`config.mk`:
```
export PLATFORM = sky130hd
export DESIGN_NAME = dline_seq
export DESIGN_NICKNAME = d
export VERILOG_FILES = /design/src/rtl/dline_pkg.sv /design/src/rtl/dline_cfg.sv /design/src/rtl/dline_cnt.sv /design/src/rtl/dline_crc16.sv /design/src/rtl/dline_seq.sv
export SDC_FILE = /design/constraint.sdc
export NUM_CORES = 1
export LEC_CHECK = 0
export CAP_MARGIN = 0
export CORE_AREA = 2 2 96 98
export CTS_CLUSTER_DIAMETER = 30
export DETAILED_ROUTE_END_ITERATION = 6
export DIE_AREA = 0 0 98 100
export DONT_BUFFER_PORTS = 1
export SLEW_MARGIN = 20
export SYNTH_ARGS = -nofsm -noshare
export SYNTH_HDL_FRONTEND = slang
export SYNTH_SLANG_ARGS = --single-unit
export TNS_END_PERCENT = 30
```
`constraint.sdc`:
```
create_clock -name clk -period 6.6 [get_ports clk]
set_input_delay 1.32 -clock clk [delete_from_list [all_inputs] [get_ports clk]]
set_output_delay 1.32 -clock clk [all_outputs]
set_load 0.1 [all_outputs]
```
`src/rtl/dline_pkg.sv`:
```
package dline_pkg;

  typedef enum logic [3:0] {
    S_IDLE,
    S_HOLD,
    S_TSTART,
    S_TDATA,
    S_TCRC,
    S_TEND,
    S_RWAIT,
    S_RDATA,
    S_RCRC,
    S_REND
  } dl_state_t;

  // One serial step of a left-shifting CRC register.
  function automatic logic [15:0] crc_step(input logic [15:0] c,
                                           input logic b,
                                           input logic [15:0] poly);
    logic fb;
    fb = c[15] ^ b;
    return {c[14:0], 1'b0} ^ (fb ? poly : 16'h0000);
  endfunction

endpackage

```
`src/rtl/dline_cfg.sv`:
```
module dline_cfg #(
  parameter int MAX_CODE = 11,
  parameter int CODE_W   = 4,
  parameter int CNT_W    = MAX_CODE + 3
) (
  input  logic [CODE_W-1:0] code_i,
  output logic              legal_o,
  output logic [CNT_W-1:0]  last_o
);

  assign legal_o = (code_i <= CODE_W'(MAX_CODE));

  // Index of the final data bit of a block: 8 * 2^N - 1.
  always_comb begin
    last_o = '0;
    for (int i = 0; i <= MAX_CODE; i++) begin
      if (code_i == CODE_W'(i)) last_o = CNT_W'((1 << (i + 3)) - 1);
    end
  end

endmodule

```
`src/rtl/dline_cnt.sv`:
```
module dline_cnt #(
  parameter int W = 8
) (
  input  logic         clk,
  input  logic         rst_n,
  input  logic         clr,
  input  logic         inc,
  output logic [W-1:0] cnt_o
);

  always_ff @(posedge clk or negedge rst_n) begin
    if (!rst_n)   cnt_o <= '0;
    else if (clr) cnt_o <= '0;
    else if (inc) cnt_o <= cnt_o + W'(1);
  end

endmodule

```
`src/rtl/dline_crc16.sv`:
```
module dline_crc16 #(
  parameter logic [15:0] POLY = 16'h1021
) (
  input  logic        clk,
  input  logic        rst_n,
  input  logic        clr,
  input  logic        en,
  input  logic        din,
  output logic [15:0] crc_o
);
  import dline_pkg::*;

  always_ff @(posedge clk or negedge rst_n) begin
    if (!rst_n)   crc_o <= '0;
    else if (clr) crc_o <= '0;
    else if (en)  crc_o <= crc_step(crc_o, din, POLY);
  end

endmodule

```
`src/rtl/dline_seq.sv`:
```
module dline_seq #(
  parameter int          MAX_CODE = 11,
  parameter int          CODE_W   = 4,
  parameter logic [15:0] POLY     = 16'h1021
) (
  input  logic              clk,
  input  logic              rst_n,
  input  logic              cfg_en_i,
  input  logic              cfg_tx_i,
  input  logic              cfg_blk_i,
  input  logic              cfg_multi_i,
  input  logic [CODE_W-1:0] cfg_len_i,
  input  logic [7:0]        tx_data_i,
  input  logic              tx_valid_i,
  output logic              tx_ready_o,
  output logic [7:0]        rx_data_o,
  output logic              rx_valid_o,
  input  logic              rx_ready_i,
  output logic              line_o,
  input  logic              line_i,
  output logic              bit_slot_o,
  output logic              busy_o,
  output logic              eof_o,
  output logic              len_err_o,
  output logic              crc_err_o,
  output logic              fmt_err_o
);
  import dline_pkg::*;

  localparam int CNT_W = MAX_CODE + 3;
  localparam int CRC_CW = 4;

  dl_state_t st, st_n;

  logic              c_tx, c_blk, c_multi;
  logic [CODE_W-1:0] c_code;
  logic [CODE_W-1:0] code_sel;
  logic              code_legal;
  logic [CNT_W-1:0]  last_bit;
  logic [CNT_W-1:0]  dcnt;
  logic [CRC_CW-1:0] ccnt;
  logic [2:0]        bidx;
  logic [15:0]       crc;
  logic [7:0]        sh;
  logic [7:0]        rx_data_q;
  logic              rx_valid_q, eof_q, lerr_q, crc_err_q, fmt_err_q;

  logic d_clr, d_inc, c_clr, c_inc, crc_clr, crc_en, crc_din;
  logic start, lerr_set, blk_end, tx_adv, rx_adv, rx_stall, stream_stop;

  // The live length code is checked at start; the latched one sizes the block.
  assign code_sel = (st == S_IDLE) ? cfg_len_i : c_code;

  dline_cfg #(.MAX_CODE(MAX_CODE), .CODE_W(CODE_W), .CNT_W(CNT_W)) u_cfg (
    .code_i (code_sel),
    .legal_o(code_legal),
    .last_o (last_bit)
  );

  dline_cnt #(.W(CNT_W)) u_dcnt (
    .clk(clk), .rst_n(rst_n), .clr(d_clr), .inc(d_inc), .cnt_o(dcnt)
  );

  dline_cnt #(.W(CRC_CW)) u_ccnt (
    .clk(clk), .rst_n(rst_n), .clr(c_clr), .inc(c_inc), .cnt_o(ccnt)
  );

  dline_crc16 #(.POLY(POLY)) u_crc (
    .clk(clk), .rst_n(rst_n), .clr(crc_clr), .en(crc_en), .din(crc_din), .crc_o(crc)
  );

  assign bidx        = dcnt[2:0];
  assign stream_stop = (bidx == 3'd0) && !c_blk && !cfg_en_i;
  assign rx_stall    = (bidx == 3'd7) && rx_valid_q && !rx_ready_i;

  always_comb begin
    st_n       = st;
    bit_slot_o = 1'b0;
    line_o     = 1'b1;
    tx_ready_o = 1'b0;
    d_clr      = 1'b0;
    d_inc      = 1'b0;
    c_clr      = 1'b0;
    c_inc      = 1'b0;
    crc_clr    = 1'b0;
    crc_en     = 1'b0;
    crc_din    = 1'b0;
    start      = 1'b0;
    lerr_set   = 1'b0;
    blk_end    = 1'b0;
    tx_adv     = 1'b0;
    rx_adv     = 1'b0;

    case (st)
      S_IDLE: begin
        if (cfg_en_i) begin
          if (cfg_blk_i && !code_legal) begin
            lerr_set = 1'b1;
            st_n     = S_HOLD;
          end else begin
            start   = 1'b1;
            d_clr   = 1'b1;
            c_clr   = 1'b1;
            crc_clr = 1'b1;
            st_n    = cfg_tx_i ? S_TSTART : S_RWAIT;
          end
        end
      end
      S_HOLD: begin
        if (!cfg_en_i) st_n = S_IDLE;
      end
      S_TSTART: begin
        bit_slot_o = 1'b1;
        line_o     = 1'b0;
        st_n       = S_TDATA;
      end
      S_TDATA: begin
        if (stream_stop) begin
          st_n = S_TEND;
        end else if (bidx == 3'd0) begin
          tx_ready_o = 1'b1;
          if (tx_valid_i) begin
            tx_adv = 1'b1;
            line_o = tx_data_i[7];
          end
        end else begin
          tx_adv = 1'b1;
          line_o = sh[7];
        end
        if (tx_adv) begin
          bit_slot_o = 1'b1;
          d_inc      = 1'b1;
          crc_en     = 1'b1;
          crc_din    = line_o;
          if (c_blk && dcnt == last_bit) st_n = S_TCRC;
        end
      end
      S_TCRC: begin
        // Feeding the register its own top bit shifts it out unchanged.
        bit_slot_o = 1'b1;
        line_o     = crc[15];
        crc_en     = 1'b1;
        crc_din    = crc[15];
        c_inc      = 1'b1;
        if (ccnt == CRC_CW'(15)) st_n = S_TEND;
      end
      S_TEND: begin
        bit_slot_o = 1'b1;
        line_o     = 1'b1;
        blk_end    = 1'b1;
      end
      S_RWAIT: begin
        if (!cfg_en_i) begin
          st_n = S_HOLD;
        end else begin
          bit_slot_o = 1'b1;
          if (!line_i) st_n = S_RDATA;
        end
      end
      S_RDATA: begin
        if (stream_stop) begin
          st_n = S_REND;
        end else if (!rx_stall) begin
          rx_adv     = 1'b1;
          bit_slot_o = 1'b1;
          d_inc      = 1'b1;
          crc_en     = 1'b1;
          crc_din    = line_i;
          if (c_blk && dcnt == last_bit) st_n = S_RCRC;
        end
      end
      S_RCRC: begin
        // The received CRC runs through the same register; a match leaves zero.
        bit_slot_o = 1'b1;
        crc_en     = 1'b1;
        crc_din    = line_i;
        c_inc      = 1'b1;
        if (ccnt == CRC_CW'(15)) st_n = S_REND;
      end
      S_REND: begin
        bit_slot_o = 1'b1;
        blk_end    = 1'b1;
      end
      default: st_n = S_IDLE;
    endcase

    if (blk_end) begin
      if (c_blk && c_multi && cfg_en_i) begin
        d_clr   = 1'b1;
        c_clr   = 1'b1;
        crc_clr = 1'b1;
        st_n    = c_tx ? S_TSTART : S_RWAIT;
      end else begin
        st_n = S_HOLD;
      end
    end
  end

  always_ff @(posedge clk or negedge rst_n) begin
    if (!rst_n) begin
      st         <= S_IDLE;
      c_tx       <= 1'b0;
      c_blk      <= 1'b0;
      c_multi    <= 1'b0;
      c_code     <= '0;
      sh         <= '0;
      rx_data_q  <= '0;
      rx_valid_q <= 1'b0;
      eof_q      <= 1'b0;
      lerr_q     <= 1'b0;
      crc_err_q  <= 1'b0;
      fmt_err_q  <= 1'b0;
    end else begin
      st    <= st_n;
      eof_q <= blk_end;

      if (start) begin
        c_tx      <= cfg_tx_i;
        c_blk     <= cfg_blk_i;
        c_multi   <= cfg_multi_i;
        c_code    <= cfg_len_i;
        crc_err_q <= 1'b0;
        fmt_err_q <= 1'b0;
      end

      if (lerr_set)                      lerr_q <= 1'b1;
      else if (st == S_HOLD && !cfg_en_i) lerr_q <= 1'b0;

      if (tx_adv) sh <= (bidx == 3'd0) ? {tx_data_i[6:0], 1'b0} : {sh[6:0], 1'b0};
      if (rx_adv) sh <= {sh[6:0], line_i};

      if (rx_adv && bidx == 3'd7) begin
        rx_data_q  <= {sh[6:0], line_i};
        rx_valid_q <= 1'b1;
      end else if (rx_ready_i) begin
        rx_valid_q <= 1'b0;
      end

      if (blk_end && !c_tx) begin
        fmt_err_q <= !line_i;
        crc_err_q <= c_blk && (crc != 16'h0000);
      end
    end
  end

  assign rx_data_o  = rx_data_q;
  assign rx_valid_o = rx_valid_q;
  assign busy_o     = (st != S_IDLE) && (st != S_HOLD);
  assign eof_o      = eof_q;
  assign len_err_o  = lerr_q;
  assign crc_err_o  = crc_err_q;
  assign fmt_err_o  = fmt_err_q;

endmodule

```
# After elaboration in Yosys (flattened, before gate mapping)
# Index checks and enable logic that the tools add are counted.
[word_totals]
regBits = 66
inputBits = 21
word_cells = 169
[op_classes]
n_addsub = 2
n_lt_le_gt_ge = 1
n_eq_ne = 32
mux = 82
n_bitwise = 2
n_reduce_logical = 35
[op_table]
columns = ["operator", "n"]
rows = [
  ["4-bit two-way mux", 17],
  ["14-bit two-way mux", 3],
  ["1-bit two-way mux", 36],
  ["4-bit case mux with 9 select lines", 1],
  ["4-bit by 3-bit == test with 1-bit output, second input constant", 8],
  ["16-bit two-way mux", 2],
  ["8-bit two-way mux", 4],
  ["4-bit == test, second input constant", 7],
  ["13-bit two-way mux", 2],
  ["4-bit by 2-bit == test with 1-bit output, second input constant", 4],
  ["16-bit nonzero test", 1],
  ["16-bit XOR", 1],
  ["3-bit two-way mux", 5],
  ["14-bit by 1-bit adder with 14-bit output, second input constant", 1],
  ["14-bit == test", 1],
  ["2-bit nonzero test", 7],
  ["1-bit logical AND", 13],
  ["12-bit two-way mux", 1],
  ["3-bit != test, second input constant", 4],
  ["4-bit != test, second input constant", 3],
  ["11-bit two-way mux", 1],
  ["10-bit two-way mux", 1],
  ["9-bit two-way mux", 1],
  ["4-bit by 1-bit == test with 1-bit output, second input constant", 2],
  ["19 further kinds", 28],
]

# Longest topological paths before layout
# Gate-level depths: netlist of run 1.
[logic_depth]
depth_word = 22
ltp_mapped = 14
ltp_nobuf = 11

# Hierarchy
# From an unflattened synthesis of run 1, not the netlist that was laid out.
[unflattened]
cells_unflattened = 363
hier_area_um2 = 3776.1
[by_module_without_submodules]
columns = ["module", "instances", "cells_per_inst", "area_each_um2", "seq_area_each_um2"]
rows = [
  ["dline_seq", 1, 197, 2029.4, 800.8],
  ["dline_cnt at u_dcnt", 1, 70, 729.4, 350.3],
  ["dline_crc16", 1, 58, 688.2, 400.4],
  ["dline_cnt at u_ccnt", 1, 16, 192.7, 100.1],
  ["dline_cfg", 1, 22, 136.4, 0.0],
]

# Worst setup path after synthesis of run 1
# OpenSTA, ideal clock, no wires.
[synth_timing]
path_kind = "register -> output"
startpoint = "register st[3]"
endpoint = "output bit_slot_o"
t_arrival_ns = 4.287
required_ns = 5.280
slack_ns = 0.993
stages_incl_launch_ff = 4
path_buffers = 1
cell_sequence = "dfrtp_1 -> clkbuf_1 -> inv_1 -> o311ai_0"
[synth_via]
elab_chain_cells = 3
[synth_lines]
columns = ["item", "line", "source"]
rows = [
  ["from (decl)", "dline_seq.sv:33", "dl_state_t st, st_n;"],
  ["from (signal assigned)", "dline_seq.sv:214", "st <= st_n;"],
  ["4-bit == test, or another cell as far along", "dline_seq.sv:94", "case (st)"],
  ["5-bit OR reduction (no source line)", "--", ""],
  ["1-bit case mux with 4 select lines *", "dline_seq.sv:94", ""],
  ["to (decl)", "dline_seq.sv:21", "output logic bit_slot_o,"],
]
# Every way passes the cells marked *; elsewhere a longest branch is shown, timed or not.

# Worst setup path in the final report of run 1
[layout_timing]
startpoint = "register st[2]"
endpoint = "register st[2]"
[layout_via]
elab_chain_cells = 21
[layout_lines]
columns = ["item", "line", "source"]
rows = [
  ["4-bit zero test", "dline_seq.sv:52, dline_seq.sv:94", ""],
  ["4-bit two-way mux", "dline_seq.sv:52", "assign code_sel = (st == S_IDLE) ? cfg_len_i : c_code;"],
  ["4-bit zero test", "dline_cfg.sv:17", "if (code_i == CODE_W'(i)) last_o = CNT_W'((1 << (i + 3)) - 1);"],
  ["3-bit two-way mux", "dline_cfg.sv:17", ""],
  ["4-bit two-way mux", "dline_cfg.sv:17", ""],
  ["5-bit two-way mux", "dline_cfg.sv:17", ""],
  ["6-bit two-way mux", "dline_cfg.sv:17", ""],
  ["7-bit two-way mux", "dline_cfg.sv:17", ""],
  ["[5 not listed]", "--", ""],
  ["13-bit two-way mux", "dline_cfg.sv:17", ""],
  ["14-bit two-way mux", "dline_cfg.sv:17", ""],
  ["14-bit == test", "dline_seq.sv:135, dline_seq.sv:169", ""],
  ["1-bit logical AND", "dline_seq.sv:135, dline_seq.sv:169", ""],
  ["4-bit two-way mux", "dline_seq.sv:135", "if (c_blk && dcnt == last_bit) st_n = S_TCRC;"],
  ["4-bit two-way mux", "dline_seq.sv:130", "if (tx_adv) begin"],
  ["4-bit case mux with 9 select lines", "dline_seq.sv:94", ""],
  ["4-bit two-way mux", "dline_seq.sv:187", "if (blk_end) begin"],
]
# Several ways; a longest one is shown, not always the timed one. The select of a mux whose other input is x is not followed.
# A chain may end at the register's enable or synchronous reset.

==> impl_metrics.csv, run 1 <==
group,metric,value,unit
sta,fin_skew,0.0150,ns
die,die_x,98,um
run_status,status,"completed",
synth,ys_seq_elements,66,
global_route,antenna_found_initial,1,
cts,cts_made_buffers,9,
sta,setup_ws,2.25,ns
sta,post-route-period-util,65.9,%
global_route,global_route.overflow_total,0,
cts,htree_levels,3,
run,max-cap-violations,0,
setup_path,r2r_slack,2.25,ns
synth,synthTopCellsByArea,"dfrtp_1, nand2_1, o21ai_0",
sta,setup_tns,0,ns
cells_and_area,final_layout_size_suffix_gt1_share,9.88,%
global_route,grt_first_pass_wirelength,15.6,mm
setup_path,crit_top_cell,"nor4_1",
synth,syn_avg_cell_area,8.97,sq um
die,start_util,43.3,%
sta,setup_viol,0,
synth,ys_warn_count,0,
setup_path,start_kind,"flop",
synth,synthAdderAreaFrac,2.93,%
cts,clkTransAtPathRegs,0.07,ns
setup_path,worstPathMaxFanout,18,
synth,synth_largest_area_cell,"dfrtp_1",
synth,syn_inst,429,
die,dieArea,0.00980,sq mm
synth,synth-edff-count,0,
sta,rsz0062_at_grt,"no",
cells_and_area,nFillCells,840,
cts,hold_buffers,0,
detailed_routing,first_pass_iters,5,
synth,synth_mux_area_share,8.13,%
detailed_routing,finalWirelength,9.26,mm
cts,clockBufferDepth,2,
die,num_rows,35,
sta,period_needed,4.35,ns
detailed_routing,drt_iter0_drc,142,
pwr,power,2.23,mW
place,preCtsSetupSlack,2.27,ns
synth,synth-xor-area-share,4.55,%
die,pin_count,38,
synth,post_synth_instance_area,0.00385,sq mm
hold_path,hp-class,"reg2reg",
cts,post_cts_resize_count,0,
synth,yosys.area.top_type_share,42.9,%
synth,synthesis.nets,459,
synth,synth_compound_area_share,14.4,%
cts,cts_root_buffer,"clkbuf_8",
setup_path,crit_path_end_kind,"flop",
setup_path,path_cells,"nor4_4, mux2i_1, inv_1, ha_1, nor4_1, a22o_1, o2111ai_1, nor4_1, and4b_1, a31o_4, mux2_1",
cells_and_area,area.growth.synth_to_final,8.62,%
cells_and_area,multi_input_area,0.00205,sq mm
detailed_routing,wire_per_inst,17.3,um
setup_path,crit_type,"reg2reg",
synth,synth_simple_gate_area_share,22.8,%
synth,synth_top_family_by_area,"simple AND/OR/NAND/NOR gates",
setup_path,max_stage_delay,0.92,ns
cells_and_area,nets,450,
setup_path,critPathCapture,"st[2]",
pwr,power_density,533,mW/mm^2
pwr,leakage,1.83,nW
cts,post_cts_buffers,0,
setup_path,r2r_start,"st[2]",
global_route,grt_usage,19.8,%
synth,yosysMostFrequentCell,"nand2_1",
cts,clk_latency,0.35,ns
place,port_buffers,0,
synth,synth_cell_types,55,
sta,finalHoldWorstSlack,0.491,ns
setup_path,required,6.82,ns
cts,cts.sinks,66,
sta,tightest_slew,1.13,ns
synth,synth-main-ff-cell,"dfrtp_1",
global_route,grt_max_degree,67,
setup_path,cpMaxStageDelayCell,"nor4_4",
setup_path,startpoint,"st[2]",
cts,cts_tree,"done",
detailed_routing,vias_per_cell,5.82,
sta,final_max_slew_viol_count,0,
detailed_routing,drc,0,
die,coreArea,0.00889,sq mm
sta,hold_violations,0,
die,die_h,100,um
global_route,grt_pass1_vias,3065,
pwr,ir_worst_vdd,0.273,mV
cells_and_area,seq_area,0.00165,sq mm
sta,timing.fmax,0.230,GHz
place,hpwl,6.51,mm
setup_path,r2r-end,"st[2]",
detailed_routing,drtAntennaViolNets,0,
synth,synth_common_cells,"nand2_1, dfrtp_1, o21ai_0, nor2_1, clkbuf_1",
cells_and_area,n_antenna_cell,0,
setup_path,cp_data_arrival_time,4.57,ns
detailed_routing,vias,3121,
synth,yosysSeqAreaShare,42.9,%
setup_path,worst_r2r_path_depth,11,
place,gp_congestion,0.882,
synth,synthArstFlopShare,100,%
sta,relSlewSlack,24.7,%
-- layer usage --
layer	routed length, um	vias up	GRT usage, %
li1	-	1494	-
met1	4240	1507	26.6
met2	4250	109	31.4
met3	601	11	5.36
met4	160	0	6.20
met5	0	-	0
-- where the power goes --
| part | total, mW | internal (mW) | switching (mW) |
|---|---|---|---|
| logic | 1.08 | 0.419 | 0.663 |
| clock network | 0.399 | 0.234 | 0.165 |
| registers | 0.744 | 0.523 | 0.222 |
-- worst min path at each step --
stage                         start         to  slack [ns]  depth (start not counted)
after floorplan           c_code[2]  c_code[2]        0.44                          2
after detailed placement  c_code[2]  c_code[2]        0.48                          2
after global placement    c_code[2]  c_code[2]        0.46                          2
after CTS                 c_code[2]  c_code[2]        0.50                          2
final                     c_code[2]  c_code[2]        0.49                          2
after global routing      c_code[2]  c_code[2]        0.51                          2
-- critical path: cells and delay by family (launching register included) --
kind	cells	cell delay [ns]
mux	2	0.70
buf+inv	1	0.13
fa+ha+maj	1	0.36
simple gates	4	1.92
flops	1	0.60
compound gates	3	0.51
-- layout by cell type (no fill, tap or decap), drive strengths merged, types with 10 or more instances in the layout --
| cell | netlist | layout |
|---|---|---|
| xnor2 | 13 | 13 |
| nand4 | 10 | 10 |
| mux2 | 15 | 15 |
| nor4 | 11 | 11 |
| clkbuf | 19 | 12 |
| dfrtp | 66 | 66 |
| nor2 | 34 | 34 |
| a21oi | 10 | 10 |
| inv | 17 | 17 |
| nand2 | 76 | 76 |
| nand3 | 14 | 14 |
| mux2i | 14 | 14 |
| o21ai | 35 | 35 |
-- flip-flops by register name (all words and copies together) (netlist names), 4 cells and up --
name          cells
u_dcnt.cnt_o     14
st                4
u_crc.crc_o      16
c_code            4
u_ccnt.cnt_o      4
sh                8
rx_data_o         8
-- logic make-up after synthesis --
kind of cell | count (synthesis)
compound gates | 83
xor+xnor | 20
fa+ha+maj | 9
buf+inv | 40
flops | 66
mux | 29
simple gates | 182
-- cell type report --
class                           count  share of cell area, %
Multi-Input combinational cell    323                   49.1
Sequential cell                    66                   39.5
Clock buffer                       12                   3.71
Tap cell                          111                   3.32
Clock inverter                      4                   1.77
Inverter                           17                   1.53
Timing Repair Buffer                3                   1.02
-- metrics by stage --
step / instance area [sq um] / utilization (%) / instances
after detailed placement: 3950 / 44.4 / 520
after global routing: 4180 / 47.0 / 536
after floorplan: 3850 / - / 429
after global placement: 3950 / 44.4 / 520
final: 4180 / 47.0 / 536
after CTS: 4180 / 47.0 / 536
(Power assumes the default switching activity.)
==> inputs of run 2 (changes only) <==
==> constraint.sdc (replaced) <==
create_clock -name clk -period 3.9 [get_ports clk]
set_input_delay 0.78 -clock clk [delete_from_list [all_inputs] [get_ports clk]]
set_output_delay 0.78 -clock clk [all_outputs]
set_load 0.1 [all_outputs]
==> impl_metrics.csv, run 2 (same netlist as run 1, synthesis figures left out) <==
group,metric,value,unit
setup_path,worstPathMaxFanout,10,
cts,cts_root_buffer,"clkbuf_8",
pwr,p_switching,1.69,mW
run,max-cap-violations,0,
sta,fin_skew,0.00854,ns
die,pin_count,38,
die,num_rows,35,
die,start_util,43.3,%
setup_path,crit_path_end_kind,"flop",
die,die_x,98,um
pwr,internal_power,1.85,mW
sta,relSlewSlack,39.0,%
cts,cts_tree,"done",
global_route,antenna_found_initial,0,
global_route,grt_first_pass_wirelength,15.0,mm
global_route,grt_max_degree,67,
hold_path,hp-class,"in2async",
sta,finalHoldWorstSlack,0.125,ns
cts,clockBufferDepth,2,
sta,period_needed,3.48,ns
cells_and_area,area.growth.synth_to_final,9.53,%
detailed_routing,drc,0,
sta,setup_viol,0,
die,die_h,100,um
detailed_routing,wire_per_inst,16.1,um
die,dieArea,0.00980,sq mm
die,coreArea,0.00889,sq mm
setup_path,crit_type,"reg2reg",
global_route,grt_pass1_vias,2930,
cells_and_area,reg_top3,"u_crc.crc_o: 16 flops, u_dcnt.cnt_o: 14 flops",
place,port_buffers,0,
cts,cts_made_buffers,9,
cts,post_cts_buffers,0,
pwr,ir_worst_vdd,0.436,mV
cells_and_area,final_layout_size_suffix_gt1_share,12.3,%
place,hpwl,6.37,mm
pwr,leakage,1.87,nW
detailed_routing,finalWirelength,8.82,mm
cts,htree_levels,3,
pwr,power_density,842,mW/mm^2
sta,tightest_slew,0.915,ns
pwr,power,3.55,mW
cells_and_area,n_antenna_cell,0,
cts,cts.sinks,66,
pwr,comb_power_share,52.0,%
cells_and_area,mostFrequentLayoutCells,"nand2_1, dfrtp_1, o21ai_0, nor2_1, inv_1",
setup_path,cp_data_arrival_time,3.71,ns
cts,clkTransAtPathRegs,0.08,ns
place,gp_congestion,0.883,
sta,rsz0062_at_grt,"no",
run_status,status,"completed",
global_route,global_route.overflow_total,0,
detailed_routing,vias_per_cell,5.60,
sta,post-route-period-util,89.2,%
cts,clk_latency,0.34,ns
sta,hold_violations,0,
detailed_routing,drtAntennaViolNets,0,
cells_and_area,largest_reg_flops,16,
detailed_routing,vias,3076,
cts,hold_buffers,0,
pwr,pwr-share-seq,33.5,%
cells_and_area,nets,463,
pwr,switching_share,47.7,%
detailed_routing,first_pass_iters,4,
cells_and_area,layout_commonest_cell,"nand2_1",
setup_path,required,4.13,ns
cells_and_area,top_register,"u_crc.crc_o",
setup_path,start_kind,"flop",
pwr,clkPwrFrac,14.4,%
cts,post_cts_resize_count,0,
sta,final_max_slew_viol_count,0,
detailed_routing,drt_iter0_drc,153,
global_route,grt_usage,19.3,%
sta,timing.fmax,0.287,GHz
==> run 2: cell count changes in the layout (fill, tap and decap cells not counted), sizes merged <==
cell	change
bufinv	-2
buf	+13
clkinvlp	+2
clkinv	+1
clkbuf	-1
==> run 2: power groups by stage <==
stage,Combinational [mW],Clock [mW],Sequential (mW)
2_1_floorplan,1.53,0,1.13
3_3_place_gp,1.83,0,1.20
3_5_place_dp,1.85,0,1.20
4_1_cts,1.86,0.532,1.19
5_1_grt,2.06,0.557,1.22
6_report,1.85,0.512,1.19
==> run 2: layout make-up <==
cell class,instances,area (sq um)
Multi-Input combinational cell,323,2050
Timing Repair Buffer,16,133
Inverter,17,63.8
Fill cell,859,4680
Sequential cell,66,1650
Clock inverter,5,30.0
Tap cell,111,139
Clock buffer,11,141
==> run 2: final timing paths <==
kind | start | endpoint | slack [ns] | depth (start not counted)
setup / recovery | st[0] | st[2] | 0.42 | 9
hold / removal | rst_n | u_dcnt.cnt_o[0] | 0.12 | 0
setup reg to reg | st[0] | st[2] | 0.42 | 9
hold reg to reg | c_code[3] | c_code[3] | 0.49 | 2
max in group asynchronous | rst_n | c_multi | 3.68 | 0
min in group clk | c_code[3] | c_code[3] | 0.49 | 2
==> run 2: metal layers <==
layer  track usage [%]  routed length [um]  up-vias
li1                  -                   -     1522
met4              7.69                 155        0
met1              28.7                4400     1455
met5                 0                   0        -
met2              27.7                3800       84
met3              3.62                 456       15
==> run 2: critical path, stage by stage (launching register included) <==
cell       delay [ns]
dfrtp_1          0.51
nor4_4           0.33
mux2i_1          0.36
ha_1             0.37
or3b_2           0.48
a311oi_1         0.32
a2111oi_2        0.11
and4b_1          0.26
a311o_1          0.35
mux2_1           0.30
==> run 2: through the flow <==
step / std cells / setup TNS [ns] / setup WS, ns / util, % / area, sq um
4_1_cts: 549 / 0 / 0.393 / 47.4 / 4210
3_5_place_dp: 533 / 0 / 0.390 / 45.5 / 4040
6_report: 549 / 0 / 0.419 / 47.4 / 4210
2_1_floorplan: 429 / -0.0128 / -0.0128 / - / 3850
5_1_grt: 549 / 0 / 0.130 / 47.4 / 4210
3_3_place_gp: 533 / 0 / 0.532 / 45.5 / 4040
